[config.mk]
export PLATFORM = sky130hd
export DESIGN_NAME = dbirq_top
export DESIGN_NICKNAME = d
export VERILOG_FILES = /design/src/rtl/dbirq_pkg.sv /design/src/rtl/dbirq_cfg_regs.sv /design/src/rtl/dbirq_db_latch.sv /design/src/rtl/dbirq_iack.sv /design/src/rtl/dbirq_top.sv
export SDC_FILE = /design/constraint.sdc
export NUM_CORES = 1
export LEC_CHECK = 0
export ABC_CLOCK_PERIOD_IN_PS = 4800
export BUFFER_PORTS_ARGS = -buffer_cell sky130_fd_sc_hd__buf_2
export CORE_MARGIN = 1
export CORE_UTILIZATION = 30
export DETAILED_ROUTE_END_ITERATION = 12
export PLACE_DENSITY_LB_ADDON = 0.15
export SKIP_LAST_GASP = 1
export SLEW_MARGIN = 25
export SYNTH_ARGS = -nofsm -noshare
export SYNTH_HDL_FRONTEND = slang
export SYNTH_SLANG_ARGS = --single-unit
[constraint.sdc]
create_clock -name clk_i -period 4.8 [get_ports clk_i]
set_input_delay 0.96 -clock clk_i [delete_from_list [all_inputs] [get_ports clk_i]]
set_output_delay 0.96 -clock clk_i [all_outputs]
set_load 0.1 [all_outputs]
[src/rtl/dbirq_pkg.sv]
package dbirq_pkg;
  localparam int unsigned REG_W   = 32;
  localparam int unsigned DB_W    = 16;
  localparam int unsigned VEC_W   = 8;
  localparam int unsigned LVL_W   = 3;
  localparam int unsigned NUM_LVL = (1 << LVL_W) - 1;

  // configuration register layout
  localparam int unsigned CFG_VEC_LSB = 0;
  localparam int unsigned CFG_LVL_LSB = CFG_VEC_LSB + VEC_W;
  localparam int unsigned CFG_GEN_BIT = CFG_LVL_LSB + LVL_W;
  localparam int unsigned CFG_REL_BIT = CFG_GEN_BIT + 1;
  localparam int unsigned CFG_USED    = CFG_REL_BIT + 1;

  // control register bits
  localparam int unsigned CTL_EN_BIT   = 0;
  localparam int unsigned CTL_DIS_BIT  = 16;
  localparam int unsigned CTL_CLR_BIT  = 20;
  localparam int unsigned CTL_FLAG_BIT = 20;
  localparam int unsigned CTL_INT_BIT  = 26;
  localparam int unsigned CTL_BUS_BIT  = 27;

  localparam logic [7:0] OFS_CFG  = 8'h08;
  localparam logic [7:0] OFS_CTRL = 8'h0C;
  localparam logic [7:0] OFS_DB   = 8'h10;

  typedef struct packed {
    logic             rel_on_ack;
    logic             glb_en;
    logic [LVL_W-1:0] level;
    logic [VEC_W-1:0] vector;
  } cfg_t;
endpackage

[src/rtl/dbirq_cfg_regs.sv]
module dbirq_cfg_regs
  import dbirq_pkg::*;
(
  input  logic             clk_i,
  input  logic             rst_ni,
  input  logic             wr_cfg_i,
  input  logic             wr_ctrl_i,
  input  logic [REG_W-1:0] wdata_i,
  output cfg_t             cfg_o,
  output logic             db_en_o,
  output logic             sw_clr_o
);
  cfg_t cfg_q;
  logic db_en_q;

  always_ff @(posedge clk_i or negedge rst_ni) begin
    if (!rst_ni) begin
      cfg_q   <= '0;
      db_en_q <= 1'b0;
    end else begin
      if (wr_cfg_i) cfg_q <= cfg_t'(wdata_i[CFG_USED-1:0]);
      if (wr_ctrl_i) begin
        if (wdata_i[CTL_DIS_BIT])     db_en_q <= 1'b0;  // disable wins
        else if (wdata_i[CTL_EN_BIT]) db_en_q <= 1'b1;
      end
    end
  end

  assign cfg_o    = cfg_q;
  assign db_en_o  = db_en_q;
  assign sw_clr_o = wr_ctrl_i && wdata_i[CTL_CLR_BIT];

  p_dis_wins_r4: assert property (@(posedge clk_i) disable iff (!rst_ni)
    (wr_ctrl_i && wdata_i[CTL_DIS_BIT]) |=> !db_en_o);
endmodule

[src/rtl/dbirq_db_latch.sv]
module dbirq_db_latch
  import dbirq_pkg::*;
(
  input  logic            clk_i,
  input  logic            rst_ni,
  input  logic            db_valid_i,
  input  logic [DB_W-1:0] db_value_i,
  input  logic            sw_clr_i,
  input  logic            ack_rel_i,
  output logic            flag_o,
  output logic [DB_W-1:0] bits_o
);
  logic            flag_q;
  logic [DB_W-1:0] bits_q;
  logic            clr;
  logic [DB_W-1:0] new_bits;

  assign clr      = sw_clr_i || ack_rel_i;
  assign new_bits = {db_value_i[DB_W-1:1], 1'b0};

  always_ff @(posedge clk_i or negedge rst_ni) begin
    if (!rst_ni) begin
      flag_q <= 1'b0;
      bits_q <= '0;
    end else if (db_valid_i) begin
      flag_q <= 1'b1;
      bits_q <= (clr ? '0 : bits_q) | new_bits;
    end else if (clr) begin
      flag_q <= 1'b0;
      bits_q <= '0;
    end
  end

  assign flag_o = flag_q;
  assign bits_o = bits_q;

  p_db_sets_flag_r3: assert property (@(posedge clk_i) disable iff (!rst_ni)
    db_valid_i |=> flag_o);
  p_bit0_zero_r3: assert property (@(posedge clk_i) disable iff (!rst_ni)
    !bits_o[0]);
  p_clr_empties_r4: assert property (@(posedge clk_i) disable iff (!rst_ni)
    (sw_clr_i && !db_valid_i) |=> (!flag_o && bits_o == '0));
endmodule

[src/rtl/dbirq_iack.sv]
module dbirq_iack
  import dbirq_pkg::*;
(
  input  logic             clk_i,
  input  logic             rst_ni,
  input  cfg_t             cfg_i,
  input  logic             db_en_i,
  input  logic             flag_i,
  input  logic             iack_valid_i,
  input  logic [LVL_W-1:0] iack_level_i,
  output logic             int_req_o,
  output logic             bus_req_o,
  output logic [NUM_LVL-1:0] irq_o,
  output logic             ack_rel_o,
  output logic             ack_o,
  output logic [VEC_W-1:0] vector_o,
  output logic             pass_o
);
  logic             hit;
  logic             ack_q, pass_q;
  logic [VEC_W-1:0] vec_q;

  assign int_req_o = flag_i && db_en_i;
  assign bus_req_o = int_req_o && cfg_i.glb_en && (cfg_i.level != '0);

  for (genvar k = 0; k < NUM_LVL; k++) begin : g_line
    assign irq_o[k] = bus_req_o && (cfg_i.level == LVL_W'(k + 1));
  end

  assign hit       = iack_valid_i && bus_req_o && (iack_level_i == cfg_i.level);
  assign ack_rel_o = hit && cfg_i.rel_on_ack;

  always_ff @(posedge clk_i or negedge rst_ni) begin
    if (!rst_ni) begin
      ack_q  <= 1'b0;
      pass_q <= 1'b0;
      vec_q  <= '0;
    end else begin
      ack_q  <= hit;
      pass_q <= iack_valid_i && !hit;
      vec_q  <= hit ? cfg_i.vector : '0;
    end
  end

  assign ack_o    = ack_q;
  assign pass_o   = pass_q;
  assign vector_o = vec_q;

  p_one_line_r5: assert property (@(posedge clk_i) disable iff (!rst_ni)
    $onehot0(irq_o));
  p_lvl0_quiet_r5: assert property (@(posedge clk_i) disable iff (!rst_ni)
    (cfg_i.level == '0) |-> (irq_o == '0));
  p_ack_xor_pass_r6: assert property (@(posedge clk_i) disable iff (!rst_ni)
    !(ack_o && pass_o));
  p_iack_answered_r6: assert property (@(posedge clk_i) disable iff (!rst_ni)
    iack_valid_i |=> (ack_o || pass_o));
endmodule

[src/rtl/dbirq_top.sv]
module dbirq_top
  import dbirq_pkg::*;
#(
  parameter int unsigned ADDR_W = 8
) (
  input  logic                clk_i,
  input  logic                rst_ni,
  input  logic [ADDR_W-1:0]   reg_addr_i,
  input  logic                reg_we_i,
  input  logic [REG_W-1:0]    reg_wdata_i,
  output logic [REG_W-1:0]    reg_rdata_o,
  input  logic                db_valid_i,
  input  logic [DB_W-1:0]     db_value_i,
  output logic [NUM_LVL-1:0]  irq_o,
  input  logic                iack_valid_i,
  input  logic [LVL_W-1:0]    iack_level_i,
  output logic                iack_ack_o,
  output logic [VEC_W-1:0]    iack_vector_o,
  output logic                iack_pass_o
);
  localparam logic [ADDR_W-1:0] A_CFG  = ADDR_W'(OFS_CFG);
  localparam logic [ADDR_W-1:0] A_CTRL = ADDR_W'(OFS_CTRL);
  localparam logic [ADDR_W-1:0] A_DB   = ADDR_W'(OFS_DB);

  cfg_t            cfg;
  logic            db_en, sw_clr, flag, ack_rel, int_req, bus_req;
  logic [DB_W-1:0] db_bits;
  logic            wr_cfg, wr_ctrl;

  assign wr_cfg  = reg_we_i && (reg_addr_i == A_CFG);
  assign wr_ctrl = reg_we_i && (reg_addr_i == A_CTRL);

  dbirq_cfg_regs u_regs (
    .clk_i     (clk_i),
    .rst_ni    (rst_ni),
    .wr_cfg_i  (wr_cfg),
    .wr_ctrl_i (wr_ctrl),
    .wdata_i   (reg_wdata_i),
    .cfg_o     (cfg),
    .db_en_o   (db_en),
    .sw_clr_o  (sw_clr)
  );

  dbirq_db_latch u_latch (
    .clk_i      (clk_i),
    .rst_ni     (rst_ni),
    .db_valid_i (db_valid_i),
    .db_value_i (db_value_i),
    .sw_clr_i   (sw_clr),
    .ack_rel_i  (ack_rel),
    .flag_o     (flag),
    .bits_o     (db_bits)
  );

  dbirq_iack u_iack (
    .clk_i        (clk_i),
    .rst_ni       (rst_ni),
    .cfg_i        (cfg),
    .db_en_i      (db_en),
    .flag_i       (flag),
    .iack_valid_i (iack_valid_i),
    .iack_level_i (iack_level_i),
    .int_req_o    (int_req),
    .bus_req_o    (bus_req),
    .irq_o        (irq_o),
    .ack_rel_o    (ack_rel),
    .ack_o        (iack_ack_o),
    .vector_o     (iack_vector_o),
    .pass_o       (iack_pass_o)
  );

  always_comb begin
    reg_rdata_o = '0;
    unique case (reg_addr_i)
      A_CFG:  reg_rdata_o[CFG_USED-1:0] = cfg;
      A_CTRL: begin
        reg_rdata_o[CTL_EN_BIT]   = db_en;
        reg_rdata_o[CTL_FLAG_BIT] = flag;
        reg_rdata_o[CTL_INT_BIT]  = int_req;
        reg_rdata_o[CTL_BUS_BIT]  = bus_req;
      end
      A_DB:   reg_rdata_o[DB_W-1:0] = db_bits;
      default: reg_rdata_o = '0;
    endcase
  end

  p_rora_hold_r7: assert property (@(posedge clk_i) disable iff (!rst_ni)
    (iack_valid_i && bus_req && iack_level_i == cfg.level && !cfg.rel_on_ack && !sw_clr)
    |=> flag);
  p_roak_release_r8: assert property (@(posedge clk_i) disable iff (!rst_ni)
    (ack_rel && !db_valid_i) |=> (!flag && irq_o == '0));
  p_db_wins_r9: assert property (@(posedge clk_i) disable iff (!rst_ni)
    (db_valid_i && (sw_clr || ack_rel)) |=> (flag && db_bits == {$past(db_value_i[DB_W-1:1]), 1'b0}));
endmodule

### After elaboration in Yosys (flattened, before gate mapping)

Index checks and enable logic that the tools add are counted.
Widths: inputs -> output; s select.

* add/sub/neg operators: 0
* $mul: 0
* divide/modulo/power cells: 0
* order comparisons: 0
* equal/unequal tests: 11
* shift-type cells: 0
* muxes and demuxes: 12
* bitwise logic cells: 1
* reduce and logical (&&, ||, !) cells: 23

Operator list (count)
* $mux 16: 2
* $pmux 12 s2: 1
* $logic_and 1x1->1: 17
* $eq 8x4->1 const B: 2
* $or 16x16->16: 1
* $eq 3x3->1 const B: 4
* $eq 8x5->1 const B: 1
* $mux 8: 1
* $eq 3x2->1 const B: 2
* $mux 1: 5
* $reduce_bool 2->1: 2
* $eq 3x1->1 const B: 1
* $eq 3x3->1: 1
* $mux 3: 1
* $pmux 1 s3: 1
* $reduce_bool 3->1: 1
* $mux 2: 1
* $reduce_and 2->1: 1
* $logic_not 1->1: 1
* $logic_or 1x1->1: 1

* bits in registers: 41
* latch bits: 0
* RAM bits: 0
* ROM bits: 0
* input port bits: 64
* output and inout bits: 49
* word-level logic and storage cells: 57
* memories kept: 0

### Depth between registers and ports, before layout

Gate-level depths: netlist (run 1).

* depth in word-level cells: 10
* depth in mapped cells: 6
* gate-level depth less buffers: 4

### Hierarchy

From an unflattened synthesis (run 1), not the netlist that was laid out.

* cell total of the unflattened synthesis: 178
* area, all modules: 2123.3 um^2

Modules (own cells, without submodules)
* dbirq_db_latch: times used 1, cells each 38, area an instance 595.6 um^2, sequential area each 400.4 um^2
* dbirq_cfg_regs: times used 1, cells each 31, area an instance 561.8 um^2, sequential area each 350.3 um^2
* dbirq_iack: times used 1, cells each 50, area an instance 554.3 um^2, sequential area each 250.2 um^2
* dbirq_top: times used 1, cells each 59, area an instance 411.6 um^2, sequential area each 0.0 um^2

### Least setup slack after synthesis (run 1)

Ideal clock, no wire load.

* kind: input to output
* from: in reg_addr_i[1]
* to: out reg_rdata_o[27]
* data arrival time: 3.225 ns
* data required time: 3.840 ns
* setup slack: 0.615 ns
* stages: 3
* buffers on the path: 0
* cell sequence: or4b_4 nor4_4 nor2b_1

* word-level cells in the longest chain between the ends: 2

Ends and longest elaborated chain
* start, declared: line dbirq_top.sv:8 `input logic [ADDR_W-1:0] reg_addr_i,`
* $eq 8x4->1: line dbirq_top.sv:74 `unique case (reg_addr_i)`
* $mux 2: line dbirq_top.sv:74
* end, declared: line dbirq_top.sv:11 `output logic [REG_W-1:0] reg_rdata_o,`

No other way between the ends.

### Final worst setup path (run 1)

* from: in reg_addr_i[1]
* to: out reg_rdata_o[26]

Same word-level chain as after synthesis.

==> summary.md, run 1 <==
| Metric | Value |
|---|---|
| Status | `completed` |
| Core Area | `6390 um2` |
| Avg Cell Area, Syn | `12.8 um2` |
| Max incr delay on CP | `0.57 ns` |
| Reg2Reg Depth | `4` |
| Pins over their slew limit | `0` |
| Utilization after layout | `39.0%` |
| Final #Nets | `298` |
| Detailed-placement wirelength estimate | `3340 um` |
| Antenna viol nets, final | `0` |
| Ranking of synthesized cells by area | `dfrtp_1 50%, a22o_1 8.3%, mux2_4 7.5%` |
| LEAKAGE | `1.32 nW` |
| Share of the synthesized area in the top cell type | `50.2%` |
| Vias | `1439` |
| Starting density of the core | `31.2%` |
| Vias in the first global route | `1383` |
| Share of power burned in registers | `48.7%` |
| Yosys top cell by area | `dfrtp_1` |
| Fraction of registers with async set/reset | `100%` |
| Hold depth | `1` |
| Period utilisation layout | `74.5%` |
| Final RePlAce weighted congestion | `0.756` |
| Die area | `6980 um2` |
| CTS buffer count | `5` |
| Setup TNS Final | `0 ns` |
| Endpoint class of the critical path | `output port` |
| Die Span X | `83.6 um` |
| FF+latch count, synth | `40` |
| Design Area, Final | `2490 um2` |
| Via-to-Cell Ratio | `4.61` |
| ANT cells | `0` |
| Critical-path top delay cell | `or4b_4` |
| GR Overflow Total | `0` |
| Worst VDD drop | `0.129 mV` |
| HP Class | `reg -> reg` |
| Switching power | `0.196 mW` |
| Area delta synth->final | `24.9%` |
| Drt total wl | `4560 um` |
| WP buf/inv | `2` |
| First-pass GRT wire length | `7240 um` |
| Crit-path max FO | `6` |
| I/O Buffers | `81` |
| Root buffer cell | `clkbuf_8` |
| Worst Hold Path EP | `u_latch.bits_o[13]` |
| Routed WL per cell | `14.6 um` |
| CP Class | `in -> out` |
| Sequential share of the synthesized area | `50.2%` |
| Ys flop type | `dfrtp_1` |
| Clock period minus worst slack | `3.58 ns` |
| Max Clock Skew | `0.00830 ns` |
| Synthesized area | `2000 um2` |
| Iteration-0 DRC Markers | `47` |
| DRC violations left | `0` |
| Yosys Warn Count | `0` |
| Clk buf depth | `2` |
| Initial antenna violation count | `1` |
| H-tree Lvls | `2` |
| Max_slew headroom | `40.5%` |
| Slew @ Worst Pin | `0.892 ns` |
| Combinational Power Share | `13.9%` |
| Clock network power share | `37.3%` |
| CTS sink count | `40` |
| Delay-heaviest family, CP | `simple AND/OR/NAND/NOR gates` |
| RR Startpoint | `u_regs.cfg_o[8]` |
| Die Y | `83.6 um` |
| Switching share of total power | `27.2%` |
| Hold Vio Cnt, Final | `0` |
| Pin count of the biggest net entering global routing | `41` |
| TritonRoute pass-1 iters | `4` |
| Critical path arrival | `2.62 ns` |
| Rows | `29` |
| DP Area | `2380 um2` |
| Reg2Reg Setup Slack | `2.86 ns` |
| Crit path top cell by count | `buf_2` |
| Postcts setup bufs | `0` |
| Mapped Cells | `156` |
| CTS tree | `done` |
| Clk slew on worst S/H paths | `0.07 ns` |
| F_max | `279 MHz` |
| MaxCap Viol Count | `0` |
| Pwr dens | `288 nW/um2` |
| Post-cts resize count | `0` |
| All-Layer GR Usage | `13.4%` |
| CP required | `3.84 ns` |
| # fillers | `625` |
| CTS Hold Buffers Added | `0` |
| Pint | `0.523 mW` |
| Io pins | `113` |
| RSZ-0062 raised after global routing | `false` |
| Skew-Pair Late Insertion Delay | `0.29 ns` |
| Cell breakdown of the critical path | `buf_2 -> or4b_4 -> nor4_4 -> and3_1 -> buf_2` |
| RR Endpoint | `u_latch.bits_o[6]` |
| CP Launch Type | `input port` |
| Setup Viol. Count Final | `0` |
| Post-synthesis cell type count | `35` |
| Hold wc startpoint | `u_latch.bits_o[13]` |
| Number of synthesized flops with an enable pin | `0` |
| Layout cells sized above 1 | `50.6%` |
worst max path at each step:
stage / start / end / slack, ns / cells after the start
after floorplan: reg_addr_i[1] / reg_rdata_o[27] / 0.61 / 3
after global placement: reg_addr_i[1] / reg_rdata_o[26] / 1.22 / 5
after detailed placement: reg_addr_i[1] / reg_rdata_o[0] / 1.23 / 5
after CTS: reg_addr_i[1] / reg_rdata_o[26] / 1.22 / 5
after global routing: reg_addr_i[1] / reg_rdata_o[26] / 1.18 / 5
final: reg_addr_i[1] / reg_rdata_o[26] / 1.22 / 5
final cells by class:
type | instances | area (um2) | share of cell area [%]
sequential | 40 | 1000 | 40.2
multi-input combinational | 103 | 863 | 34.6
timing repair buffer | 83 | 420 | 16.9
tap | 77 | 96.3 | 3.87
clock buffer | 6 | 72.6 | 2.91
clock inverter | 2 | 35.0 | 1.41
inverter | 1 | 3.75 | 0.151
kinds of logic after synthesis:
| family | count (synthesis) | share of synthesized area [%] |
|---|---|---|
| AOI/OAI and AO/OA | 32 | 15.2 |
| xor gates and xnor gates | 3 | 1.32 |
| buffers and inverters | 25 | 8.84 |
| DFF | 40 | 50.2 |
| muxes | 13 | 9.22 |
| other | 1 | 0.188 |
| and+or+nand+nor | 42 | 15.0 |
power groups by stage:
stage	clock [mW]	combinational [mW]	sequential [mW]
final	0.268	0.100	0.350
after global routing	0.293	0.106	0.351
after CTS	0.277	0.101	0.350
after detailed placement	0	0.101	0.357
after global placement	0	0.101	0.357
after floorplan	0	0.0768	0.356
placed cells by master (no fill, tap or decap):
cell type	count
clkbuf_8	5
nor4_2	1
or2b_1	1
inv_1	1
nand3_1	1
clkbuf_1	1
a22o_2	9
nor2b_1	2
nand4_1	1
dfrtp_1	40
bufinv_16	1
a21o_1	1
a22o_1	19
buf_2	81
conb_1	13
clkinv_2	1
nor3b_2	1
or4b_4	1
a41oi_4	1
mux2_4	10
xnor2_1	3
nand4b_1	1
and2_1	12
and4b_4	1
nand2_1	2
or3_1	2
mux2_2	3
nor3_1	4
buf_4	2
nor4_4	2
nand2b_1	3
and3_1	2
a31oi_1	2
nor2_1	5
worst reg2reg max path: cells and delay by family, from the launching register on:
family | cells | cell delay [ns]
flops | 1 | 0.48
compound gates | 2 | 0.77
simple gates | 2 | 0.63
routing by layer:
metal,part of all wire (%),global-route usage (%),up-vias
met2,46,19.8,48
met4,1.1,4.16,0
met3,5.9,4.25,7
li1,-,-,697
met5,0,0,-
met1,47,18.7,687
sequential cells by signal (all words and copies together) (netlist names):
name,cells
u_iack.ack_o,1
u_latch.flag_o,1
u_iack.vector_o,8
u_regs.cfg_o,13
u_regs.db_en_o,1
u_latch.bits_o,15
u_iack.pass_o,1
cells in the mapped netlist, types with 2 or more instances:
library cell	count
dfrtp_1	40
a22o_1	19
buf_4	13
and2_1	12
mux2_4	10
a22o_2	9
clkbuf_1	5
nor2_1	5
nor3_1	4
mux2_2	3
nand2b_1	3
xnor2_1	3
a31oi_1	2
and3_1	2
buf_6	2
nand2_1	2
nor2b_1	2
nor4_4	2
or3_1	2
stage by stage:
step                      instances  power [mW]  worst slack [ns]  hold WS (ns)
after detailed placement        304       0.458              1.23         0.480
after CTS                       312       0.729              1.22         0.500
after floorplan                 168       0.433             0.615         0.458
after global routing            312       0.751              1.18         0.521
after global placement          304       0.458              1.22         0.479
final                           312       0.719              1.22         0.499
No activity file was read; power rests on OpenSTA's default activity.
==> run 2: changes to the inputs <==
--- a/config.mk
+++ b/config.mk
@@ -5,7 +5,7 @@
 export SDC_FILE = /design/constraint.sdc
 export NUM_CORES = 1
 export LEC_CHECK = 0
-export ABC_CLOCK_PERIOD_IN_PS = 4800
+export ABC_CLOCK_PERIOD_IN_PS = 3600
 export BUFFER_PORTS_ARGS = -buffer_cell sky130_fd_sc_hd__buf_2
 export CORE_MARGIN = 1
 export CORE_UTILIZATION = 30
==> constraint.sdc (replaced) <==
create_clock -name clk_i -period 3.6 [get_ports clk_i]
set_input_delay 0.72 -clock clk_i [delete_from_list [all_inputs] [get_ports clk_i]]
set_output_delay 0.72 -clock clk_i [all_outputs]
set_load 0.1 [all_outputs]
==> run 2 against run 1 <==
Sequential cell count did not move. Non-clock buffer count did not move. Power rose by 26%.
==> summary.md, run 2 (same netlist as run 1, synthesis figures left out) <==
| Metric | Value |
|---|---|
| LEAKAGE | `1.35 nW (+2.8%)` |
| Reg2Reg Depth | `4 (unchanged)` |
| First-pass GRT wire length | `7090 um (-2.0%)` |
| Utilization after layout | `42.6% (+3.5 points)` |
| Die area | `6980 um2 (unchanged)` |
| Status | `completed` |
| F_max | `320 MHz` |
| Crit path capture | `reg_rdata_o[26]` |
| Most frequent cells in the layout | `65 x buf_2, 40 x dfrtp_1, 19 x a22o_1, 16 x buf_12, 13 x conb_1` |
| Vias in the first global route | `1397 (+1.0%)` |
| I/O Buffers | `81 (unchanged)` |
| CP required | `2.88 ns (-0.96 ns)` |
| Postcts setup bufs | `0 (unchanged)` |
| Crit-path max FO | `6 (unchanged)` |
| Layout cells sized above 1 | `51.1% (+0.43 points)` |
| Hold Vio Cnt, Final | `0 (unchanged)` |
| Overall power | `0.909 mW (+26%)` |
| DP Area | `2630 um2 (+10%)` |
| Rows | `29 (unchanged)` |
| CTS Hold Buffers Added | `0 (unchanged)` |
| ANT cells | `0 (unchanged)` |
| Iteration-0 DRC Markers | `34 (-28%)` |
| Max Clock Skew | `0.00504 ns (-0.00326 ns)` |
| Post-place setup slack | `0.484 ns (-0.741 ns)` |
| Final RePlAce weighted congestion | `0.811 (+7.3%)` |
| RR Endpoint | `u_latch.bits_o[6]` |
| Final hold slack | `0.502 ns (+0.00288 ns)` |
| Detailed-placement wirelength estimate | `3310 um (-0.94%)` |
| MaxCap Viol Count | `0 (unchanged)` |
| CTS sink count | `40 (unchanged)` |
| Critical path arrival | `2.40 ns (-0.22 ns)` |
| Die Span X | `83.6 um (unchanged)` |
| Pins over their slew limit | `0 (unchanged)` |
| Clk slew on worst S/H paths | `0.07 ns (about the same)` |
| Final worst setup slack | `0.476 ns (-0.746 ns)` |
| Max_slew headroom | `41.0% (+0.49 points)` |
| CTS buffer count | `5 (unchanged)` |
| Via-to-Cell Ratio | `4.61 (about the same)` |
| Area delta synth->final | `36.2%` |
| Starting density of the core | `31.2% (unchanged)` |
| Endpoint class of the critical path | `output port` |
| RSZ-0062 raised after global routing | `false` |
| Post-cts resize count | `0 (unchanged)` |
| DRC violations left | `0 (unchanged)` |
| H-tree Lvls | `2 (unchanged)` |
| Placed insts | `304 (unchanged)` |
| Worst VDD drop | `0.176 mV (+37%)` |
| RR Startpoint | `u_regs.cfg_o[8]` |
| Skew-Pair Late Insertion Delay | `0.29 ns (about the same)` |
| Pin count of the biggest net entering global routing | `41 (unchanged)` |
| Reg2Reg Setup Slack | `1.68 ns (-1.18 ns)` |
| Clk buf depth | `2 (unchanged)` |
| All-Layer GR Usage | `13.1% (-0.29 points)` |
| TritonRoute pass-1 iters | `4 (unchanged)` |
| Drt total wl | `4520 um (-0.81%)` |
| Antenna viol nets, final | `0 (unchanged)` |
| Slew @ Worst Pin | `0.885 ns (-0.00729 ns)` |
| GR Overflow Total | `0 (unchanged)` |
| Vias | `1438 (-0.069%)` |
| Clock period minus worst slack | `3.12 ns` |
| Commonest non-fill, non-tap cell in the layout | `buf_2` |
| Period utilisation layout | `86.8%` |
| # fillers | `615 (-1.6%)` |
| Setup Viol. Count Final | `0 (unchanged)` |
| Final #Nets | `298 (unchanged)` |
| Die Y | `83.6 um (unchanged)` |
| Io pins | `113 (unchanged)` |
| Number of flip-flops in the largest register | `15 (unchanged)` |
| Design Area, Final | `2720 um2 (+9.0%)` |
| Root buffer cell | `clkbuf_8` |
| CP Launch Type | `input port` |
| CTS tree | `done` |
| Initial antenna violation count | `0 (-1)` |
| Non-Filler Instances | `312 (unchanged)` |
| Critical Path Source | `reg_addr_i[1]` |
| Routed WL per cell | `14.5 um (-0.81%)` |
| Setup TNS Final | `0 ns (unchanged)` |
| CP Class | `in -> out` |
| HP Class | `reg -> reg` |
| Core Area | `6390 um2 (unchanged)` |
| Pwr dens | `334 nW/um2 (+16%)` |
==> run 2: cell count changes in the layout (fill, tap and decap cells not counted) <==
cell / delta
clkbuf_8: +1
clkinv_2: +1
buf_2: -16
bufinv_16: -1
buf_12: +16
clkbuf_1: -1
==> run 2: worst min-delay path by stage <==
stage | slack (ns) | cells past startpoint | start | endpoint
finish | 0.50 | 1 | u_latch.bits_o[15] | u_latch.bits_o[15]
floorplan | 0.42 | 0 | rst_ni | u_iack.ack_o
global route | 0.52 | 1 | u_latch.bits_o[2] | u_latch.bits_o[2]
CTS | 0.50 | 1 | u_latch.bits_o[15] | u_latch.bits_o[15]
detailed placement | 0.48 | 1 | u_latch.bits_o[14] | u_latch.bits_o[14]
global placement | 0.48 | 1 | u_latch.bits_o[15] | u_latch.bits_o[15]
==> run 2: routing by layer <==
metal	routed length [um]	up-vias	GRT usage, %
li1	-	693	-
met1	2140	681	17.8
met2	2060	55	20.2
met3	268	9	3.76
met4	55	0	4.16
met5	0	-	0
==> run 2: report_power, final <==
group	leakage (nW)	internal [mW]	switching (mW)
combinational	0.832	0.0359	0.0995
clock	0.0510	0.153	0.153
sequential	0.471	0.458	0.00946
==> run 2: cell type report <==
class | instances | area (um2) | area share [%]
well taps | 77 | 96.3 | 3.55
inverters | 1 | 3.75 | 0.138
multi-input cells | 103 | 863 | 31.8
clock buffers | 6 | 82.6 | 3.04
repair buffers | 83 | 661 | 24.3
flip-flops and latches | 40 | 1000 | 36.8
clock inverters | 2 | 10.0 | 0.368
==> run 2: worst max-delay path, stage by stage <==
cell and delay, ns:
buf_2 0.11, or4b_4 0.57, nor4_4 0.35, and3_1 0.22, buf_2 0.43
==> run 3: changes to the inputs <==
--- a/config.mk
+++ b/config.mk
@@ -10,7 +10,7 @@
 export CORE_MARGIN = 1
 export CORE_UTILIZATION = 30
 export DETAILED_ROUTE_END_ITERATION = 12
-export PLACE_DENSITY_LB_ADDON = 0.15
+export GPL_TIMING_DRIVEN = 0
 export SKIP_LAST_GASP = 1
 export SLEW_MARGIN = 25
 export SYNTH_ARGS = -nofsm -noshare
==> run 3 against run 2 <==
Global-route usage up 0.86 points. Cell count up 6.4%. Via count up 4.7%. Count of clock-buffer cells in the layout down 1. Power up 14%. Combinational power up 11%. Critical path type unchanged. Critical endpoint is now reg_rdata_o[11]. Largest cell class unchanged.
==> summary.md, run 3 (same netlist as run 1, synthesis figures left out) <==
| Metric | Value |
|---|---|
| CP Class | `in -> out` |
| Rows | `29 (unchanged)` |
| Die area | `6980 um2 (unchanged)` |
| Status | `completed` |
| TritonRoute pass-1 iters | `4 (unchanged)` |
| HP Class | `reg -> reg` |
| Design Area, Final | `2670 um2 (-1.9%)` |
| Iteration-0 DRC Markers | `17 (-50%)` |
| Area delta synth->final | `33.6%` |
| Critical-path top delay cell | `nor3b_2` |
| Combinational Power Share | `14.5% (-0.4 points)` |
| Final #Nets | `319 (+7.0%)` |
| I/O Buffers | `80 (-1.2%)` |
| Die Y | `83.6 um (unchanged)` |
| GR Overflow Total | `0 (unchanged)` |
| Antenna viol nets, final | `0 (unchanged)` |
| Post-place setup slack | `0.253 ns (-0.231 ns)` |
| Most frequent cells in the layout | `81 x buf_2, 40 x dfrtp_1, 19 x a22o_1, 13 x buf_4, 13 x conb_1` |
| DP Area | `2540 um2 (-3.3%)` |
| Clk buf depth | `2 (unchanged)` |
| CP Launch Type | `input port` |
| Switching share of total power | `25.4% (-3.5 points)` |
| Crit-path max FO | `10 (+4)` |
| Starting density of the core | `31.2% (unchanged)` |
| Io pins | `113 (unchanged)` |
| Max incr delay on CP | `0.45 ns (-0.12 ns)` |
| Layout cells sized above 1 | `52.5% (+1.5 points)` |
| Setup Viol. Count Final | `0 (unchanged)` |
| Pwr dens | `390 nW/um2 (+17%)` |
| Cell breakdown of the critical path | `buf_2 -> nor4_2 -> nand2_1 -> nor3b_2 -> buf_2 -> a22o_1 -> buf_2` |
| Endpoint class of the critical path | `output port` |
| Post-cts resize count | `0 (unchanged)` |
| Final RePlAce weighted congestion | `0.790 (-2.6%)` |
| Initial antenna violation count | `0 (unchanged)` |
| CTS Hold Buffers Added | `0 (unchanged)` |
| Final worst setup slack | `0.283 ns (-0.192 ns)` |
| Overall power | `1.04 mW (+14%)` |
| Drt total wl | `4740 um (+4.9%)` |
| Pint | `0.775 mW (+20%)` |
| Max_slew headroom | `39.0% (-2.1 points)` |
| Commonest non-fill, non-tap cell in the layout | `buf_2` |
| Worst VDD drop | `0.192 mV (+8.8%)` |
| First-pass GRT wire length | `7540 um (+6.3%)` |
| Vias in the first global route | `1495 (+7.0%)` |
| Postcts setup bufs | `0 (unchanged)` |
| Clock period minus worst slack | `3.32 ns (+0.192 ns)` |
| Clock network power share | `40.9% (+7.2 points)` |
| CP required | `2.88 ns (about the same)` |
| Skew-Pair Late Insertion Delay | `0.29 ns (about the same)` |
| Vias | `1506 (+4.7%)` |
| MaxCap Viol Count | `0 (unchanged)` |
| All-Layer GR Usage | `14.0% (+0.86 points)` |
| Detailed-placement wirelength estimate | `3760 um (+13%)` |
| Via-to-Cell Ratio | `4.54 (-1.6%)` |
| Hold Vio Cnt, Final | `0 (unchanged)` |
| Core Area | `6390 um2 (unchanged)` |
| Root buffer cell | `clkbuf_8` |
| CTS sink count | `40 (unchanged)` |
| F_max | `301 MHz (-5.8%)` |
| CTS tree | `done` |
| Number of flip-flops in the largest register | `15 (unchanged)` |
| Crit path top cell by count | `buf_2` |
| Setup TNS Final | `0 ns (unchanged)` |
| RSZ-0062 raised after global routing | `false` |
| ANT cells | `0 (unchanged)` |
| CTS buffer count | `5 (unchanged)` |
| Slew @ Worst Pin | `0.916 ns (+0.0309 ns)` |
| Routed WL per cell | `14.3 um (-1.4%)` |
| Clk slew on worst S/H paths | `0.08 ns (about the same)` |
| Switching power | `0.263 mW (+0.46%)` |
| DRC violations left | `0 (unchanged)` |
| LEAKAGE | `1.42 nW (+5.1%)` |
| Pins over their slew limit | `0 (unchanged)` |
| Die Span X | `83.6 um (unchanged)` |
| Pin count of the biggest net entering global routing | `41 (unchanged)` |
| H-tree Lvls | `2 (unchanged)` |
| Max Clock Skew | `0.00916 ns (+0.00412 ns)` |
| Share of power burned in registers | `44.7% (-6.7 points)` |
| Period utilisation layout | `92.1% (+5.3 points)` |
| Critical path arrival | `2.60 ns (+0.20 ns)` |
[run 3: through the flow]
step	hold WS (ns)	util, %	std cells
3_3_place_gp	0.476	39.7	325
3_5_place_dp	0.489	39.7	325
2_1_floorplan	0.424	-	168
4_1_cts	0.508	41.8	332
5_1_grt	0.531	41.8	332
6_report	0.504	41.8	332
[run 3: cell type report]
class | count | area [um2]
buffer | 24 | 173
timing repair buffer | 80 | 400
multi-input combinational | 103 | 863
sequential | 40 | 1000
clock inverter | 2 | 60.1
fill | 635 | 3720
tap | 77 | 96.3
inverter | 1 | 3.75
clock buffer | 5 | 68.8
[run 3: power by group through the flow]
stage / Sequential [mW] / Clock [mW] / Combinational, mW
global placement: 0.473 / 0 / 0.150
detailed placement: 0.473 / 0 / 0.151
floorplan: 0.475 / 0 / 0.102
CTS: 0.464 / 0.434 / 0.151
finish: 0.464 / 0.424 / 0.150
global route: 0.466 / 0.453 / 0.160
[run 3: layer usage]
layer / part of all wire, % / wire [um] / track usage, %
met1: 44 / 2090 / 17.5
met2: 48 / 2290 / 22.9
met3: 5.5 / 259 / 3.76
met4: 2.2 / 105 / 5.39
met5: 0 / 0 / 0
[run 3: worst max-delay path, delay by kind of cell]
| kind | cells | cell delay, ns |
|---|---|---|
| compound gates | 1 | 0.19 |
| buf+inv | 3 | 0.85 |
| simple gates | 3 | 0.84 |
[run 3: path summary, 6_finish.rpt]
kind                       cells after the start              start  slack (ns)                end
max                                            7      reg_addr_i[2]        0.28    reg_rdata_o[11]
min                                            1  u_latch.bits_o[1]        0.50  u_latch.bits_o[1]
max in group asynchronous                      1             rst_ni        2.47    u_regs.cfg_o[9]
min reg2reg                                    1  u_latch.bits_o[1]        0.50  u_latch.bits_o[1]
min in group asynchronous                      1             rst_ni        0.56     u_regs.db_en_o
max reg2reg                                    6    u_regs.cfg_o[9]        1.70  u_latch.bits_o[6]
